`src/rtl/dl_bringup_pkg.sv`:
```
package dl_bringup_pkg;

    localparam int unsigned ST_W = 3;

    typedef enum logic [ST_W-1:0] {
        ST_IDLE = 3'd0,
        ST_FEAT = 3'd1,
        ST_FC1  = 3'd2,
        ST_FC2  = 3'd3,
        ST_RUN  = 3'd4
    } dl_state_e;

    typedef struct packed {
        logic up;
        logic dllp_tx;
        logic dllp_rx;
        logic tlp;
    } dl_status_t;

endpackage

```
`src/rtl/dl_bringup_next.sv`:
```
module dl_bringup_next
    import dl_bringup_pkg::*;
(
    input  dl_state_e cur_i,
    input  logic      link_up_i,
    input  logic      feat_en_i,
    input  logic      feat_done_i,
    input  logic      fc1_done_i,
    input  logic      fc2_done_i,
    output dl_state_e nxt_o
);

    always_comb begin
        nxt_o = cur_i;
        if (!link_up_i) begin
            nxt_o = ST_IDLE;
        end else begin
            unique case (cur_i)
                ST_IDLE: nxt_o = feat_en_i ? ST_FEAT : ST_FC1;
                ST_FEAT: if (feat_done_i) nxt_o = ST_FC1;
                ST_FC1:  if (fc1_done_i)  nxt_o = ST_FC2;
                ST_FC2:  if (fc2_done_i)  nxt_o = ST_RUN;
                ST_RUN:  nxt_o = ST_RUN;
                default: nxt_o = ST_IDLE;
            endcase
        end
    end

endmodule

```
`src/rtl/dl_bringup_decode.sv`:
```
module dl_bringup_decode
    import dl_bringup_pkg::*;
(
    input  dl_state_e  cur_i,
    output dl_status_t stat_o
);

    always_comb begin
        stat_o = '0;
        unique case (cur_i)
            ST_IDLE: stat_o = '0;
            ST_FEAT: begin
                stat_o.dllp_tx = 1'b1;
                stat_o.dllp_rx = 1'b1;
            end
            ST_FC1: begin
                stat_o.dllp_tx = 1'b1;
                stat_o.dllp_rx = 1'b1;
            end
            ST_FC2: begin
                stat_o.up      = 1'b1;
                stat_o.dllp_tx = 1'b1;
                stat_o.dllp_rx = 1'b1;
            end
            ST_RUN: begin
                stat_o.up      = 1'b1;
                stat_o.dllp_tx = 1'b1;
                stat_o.dllp_rx = 1'b1;
                stat_o.tlp     = 1'b1;
            end
            default: stat_o = '0;
        endcase
    end

endmodule

```
`src/rtl/dl_bringup_entry.sv`:
```
module dl_bringup_entry
    import dl_bringup_pkg::*;
(
    input  logic      clk,
    input  logic      rst_n,
    input  dl_state_e cur_i,
    output logic      entry_o
);

    logic was_idle_q;

    always_ff @(posedge clk) begin
        if (!rst_n) was_idle_q <= 1'b1;
        else        was_idle_q <= (cur_i == ST_IDLE);
    end

    assign entry_o = (cur_i == ST_IDLE) && !was_idle_q;

endmodule

```
`src/rtl/dl_bringup_ctrl.sv`:
```
module dl_bringup_ctrl
    import dl_bringup_pkg::*;
#(
    parameter bit HAS_FEATURE = 1'b1
) (
    input  logic            clk,
    input  logic            rst_n,
    input  logic            phy_link_up_i,
    input  logic            feat_xchg_en_i,
    input  logic            feat_done_i,
    input  logic            fc1_done_i,
    input  logic            fc2_done_i,
    output logic [ST_W-1:0] state_o,
    output logic            dl_up_o,
    output logic            dl_down_o,
    output logic            flush_replay_o,
    output logic            drop_pending_o,
    output logic            dllp_tx_en_o,
    output logic            dllp_rx_en_o,
    output logic            tlp_en_o
);

    dl_state_e  state_q;
    dl_state_e  state_d;
    dl_status_t stat;
    logic       feat_en;
    logic       entry;

    generate
        if (HAS_FEATURE) begin : g_feat
            assign feat_en = feat_xchg_en_i;
        end else begin : g_nofeat
            assign feat_en = 1'b0;
        end
    endgenerate

    dl_bringup_next u_next (
        .cur_i       (state_q),
        .link_up_i   (phy_link_up_i),
        .feat_en_i   (feat_en),
        .feat_done_i (feat_done_i),
        .fc1_done_i  (fc1_done_i),
        .fc2_done_i  (fc2_done_i),
        .nxt_o       (state_d)
    );

    always_ff @(posedge clk) begin
        if (!rst_n) state_q <= ST_IDLE;
        else        state_q <= state_d;
    end

    dl_bringup_decode u_dec (
        .cur_i  (state_q),
        .stat_o (stat)
    );

    dl_bringup_entry u_entry (
        .clk     (clk),
        .rst_n   (rst_n),
        .cur_i   (state_q),
        .entry_o (entry)
    );

    always_comb begin
        state_o        = state_q;
        dl_up_o        = stat.up;
        dl_down_o      = !stat.up;
        dllp_tx_en_o   = stat.dllp_tx;
        dllp_rx_en_o   = stat.dllp_rx;
        tlp_en_o       = stat.tlp;
        flush_replay_o = entry;
        drop_pending_o = entry;
    end

endmodule

```
`config.mk`:
```
export PLATFORM = sky130hd
export DESIGN_NAME = dl_bringup_ctrl
export DESIGN_NICKNAME = d
export VERILOG_FILES = /design/src/rtl/dl_bringup_pkg.sv /design/src/rtl/dl_bringup_next.sv /design/src/rtl/dl_bringup_decode.sv /design/src/rtl/dl_bringup_entry.sv /design/src/rtl/dl_bringup_ctrl.sv
export SDC_FILE = /design/constraint.sdc
export NUM_CORES = 1
export LEC_CHECK = 0
export BUFFER_PORTS_ARGS = -buffer_cell sky130_fd_sc_hd__buf_2
export CAP_MARGIN = 20
export CORE_AREA = 4 4 41 43
export CTS_CLUSTER_DIAMETER = 100
export DETAILED_ROUTE_END_ITERATION = 16
export DIE_AREA = 0 0 45 47
export PLACE_DENSITY_LB_ADDON = 0.05
export SETUP_SLACK_MARGIN = 0.1
export SLEW_MARGIN = 20
export SYNTH_ARGS = -nofsm -noshare
export SYNTH_HDL_FRONTEND = slang
export SYNTH_SLANG_ARGS = --single-unit
```
`constraint.sdc`:
```
create_clock -name clk -period 3.4 [get_ports clk]
set_input_delay 0.34 -clock clk [delete_from_list [all_inputs] [get_ports clk]]
set_output_delay 0.34 -clock clk [all_outputs]
set_load 0.005 [all_outputs]
```
==> summary by stage <==
Place
The total of buffers placed on input and output ports is 16. The final weighted congestion of routability-driven global placement is 0.6627. The worst setup slack before clock tree synthesis is 1948 ps.

Run status
The run finished with clean final reports.

Detailed routing
The count of TritonRoute iterations in the first routing pass is 4. Once detail routing completed, the nets flagged for antenna violations numbered 0. The wire length per cell after detailed routing is 11.65 µm. The vias per cell is 4.351. Wires add up to 664 µm. The number of design-rule violations left by the first detailed-router iteration is 9. The count of unresolved DRC violations after routing is 0.

For this block, the via count after detailed routing is 248.

Power
In this run the power density over the cells is 401.6 nW/µm². The standby leakage power is 0.1690 nW. Across the VDD grid, the largest voltage drop is 0.1965 mV.

Clock tree
The count of hold-fix buffers inserted at cts is 0. The number of sinks on the clock net is 4. Buffers added to address setup during post-CTS repair amount to 0. In this run the number of H-tree levels came out at 1.

No sink is reached through more buffers than the 2 on the longest clock path. The clock transition at the registers of the reported paths is 40 ps. The insertion delay of the later-clocked pin in the worst-skew pair is 240 ps. TritonCTS built the clock tree. The clock buffer count from CTS is 3. Once the clock tree was built, the resizer swapped 0 gates to a different size. The buffer cell driving the clock tree root is clkbuf_4.

Hold path
The classification of the worst-slack hold path is in2reg.

Worst setup path
STA classifies the critical path startpoint as a register. The highest cell delay on the worst timing path is 480 ps. The start-to-end type of the worst setup path is reg2out. The signal arrival time at the worst endpoint is 1360 ps. For this design, the slowest cell found on the critical path is dfxtp_1. The highest net fanout along the worst path is 8. The data required time of the worst path is 3060 ps.

Traced cell by cell, the critical path runs through nor3b_1 > a21o_2 > inv_1 > buf_2. The worst setup path is captured at an output pin.

Global route
Global routing used 8.142% of the available tracks. The first-pass GRT wire length is 1145 µm. The pin count of the biggest net entering global routing is 12. The initial antenna violation count came to 0. The number of global-route vias before repair is 270.

The total overflow left after global routing is 0.

Cells and area
In the final layout, flip-flops and latches occupy 80.08 µm². The filler cell count in the final layout is 151. 0 antenna diodes ended up in the layout. The relative area change from synthesis to final layout is 37.50%. The final layout contains 51 nets. In the final layout, the share of cells above drive strength 1 is 52.38%. Summing all multi-input logic gate instances after layout gives 117.6 µm².

Yosys
The post-synthesis instance area is 240.2 µm². When the netlist entered floorplanning its net count stood at 34. Synthesis produced a netlist whose cell count is 27.

Yosys printed 0 warnings. The synthesized flop and latch total is 4. The post-synthesis average cell area is 8.897 µm².

The sequential fraction of the synthesis area is 33.33%. Synthesis instantiated 19 different standard cells from the library.

Floorplanning
The die is 47 µm tall. The number of primary I/O pins is 17. The horizontal die dimension is 45 µm.

After floorplanning, the core was divided into 13 placement rows. The initial utilization of the core area, before any placement, comes to 18.46%. The die covers 2115 µm². The standard cell core area is 1301 µm².

STA
The setup clock skew after layout is 3.795 ps. The period utilization is 50.13%. The aggregate negative setup slack is 0 ps. The fmax is 586.7 MHz. The hold violation count in the final report was 0. The smallest setup slack after layout is 1696 ps. The normalized max-slew margin is 74.02%.

Setup violations remaining at the end of the flow were counted as 0. The post-route minimum period is 1704 ps. Setup repair after global routing left no endpoint under its margin.

At the pin with the least slew margin, the transition time is 389.2 ps. The number of slew-limit violations in the final report is 0.

Flow run
The number of max-capacitance violations reported is 0.
-- per-stage QoR --
| stage | total power [mW] | hold slack [ps] | cell area, µm² | util [%] | instances |
|---|---|---|---|---|---|
| final | 0.1327 | 290.1 | 330.3 | 25.38 | 57 |
| after global routing | 0.1446 | 290.3 | 330.3 | 25.38 | 57 |
| after CTS | 0.1358 | 285.5 | 330.3 | 25.38 | 57 |
| after detailed placement | 0.07388 | 536.0 | 307.8 | 23.65 | 54 |
| after global placement | 0.07342 | 530.2 | 307.8 | 23.65 | 54 |
| after floorplan | 0.06705 | 411.1 | 240.2 | - | 27 |
-- layout make-up --
class	instances	area share, %
timing repair buffer	16	24.24
multi-input combinational	16	35.61
sequential	4	24.24
tap	15	5.682
clock buffer	3	6.818
inverter	3	3.409
-- synthesized netlist by cell type --
master     instances  area (µm²)
nor3_1             1       5.000
buf_6              1       11.26
inv_1              3       11.26
nor3b_1            1       7.510
xnor2_1            1       8.760
dfxtp_1            4       80.08
o21ai_0            1       5.000
nor3_2             1       10.01
mux4_2             1       22.52
a31oi_1            1       6.260
clkbuf_2           1       5.000
nand2_1            2       7.510
nor2b_1            1       6.260
a2111oi_0          1       8.760
nor2_1             2       7.510
nor4_1             1       6.260
a21o_2             1       8.760
o31ai_1            1       7.510
buf_4              2       15.01
-- cells in the final DEF (no fill, tap or decap), types with 2 or more instances in the layout --
| cell type | netlist | layout |
|---|---|---|
| nor2_1 | 2 | 2 |
| dfxtp_1 | 4 | 4 |
| buf_2 | 0 | 16 |
| nand2_1 | 2 | 2 |
| clkbuf_4 | 0 | 3 |
| inv_1 | 3 | 3 |
-- metal layers --
layer,vias up,GRT usage [%],share of wire [%]
met4,0,5.263,1.8
met5,-,0,0
li1,124,-,-
met3,2,6.130,12
met1,106,10.02,46
met2,16,9.605,39
-- worst max-delay path: cells and delay by family, from the launching register on --
kind	cells	cell delay, ps
simple gates	1	360
compound gates	1	150
buf+inv	2	140
flops	1	480
-- logic make-up (layout without fill, tap and decap cells) --
family	Yosys count	after routing	share of synthesized area, %
AO/OA/AOI/OAI	5	5	15.11
multiplexers	1	1	9.374
flip-flops	4	4	33.33
buffers and inverters	7	22	17.70
AND/OR/NAND/NOR	9	9	20.84
XOR/XNOR	1	1	3.646
-- path summary, 6_finish.rpt --
check,to,slack (ps),cells past startpoint,start
worst min-delay path,u_entry.was_idle_q,290,2,rst_n
worst max register to register,state_o[0],2110,2,state_o[1]
worst min register to register,state_o[0],600,1,state_o[2]
worst max-delay path,dl_down_o,1700,4,state_o[2]
-- sequential cells by signal, summed over array words and instances (netlist names) --
name and count:
u_entry.was_idle_q 1, state_o 3
-- report_power, final --
group	leakage [nW]	total [mW]	switching (mW)	internal [mW]
clock	0.0138	0.0600	0.0204	0.0395
sequential	0.0328	0.0534	0.00408	0.0493
combinational	0.122	0.0193	0.00816	0.0111
Note: power is estimated with default switching activity, not from simulation.
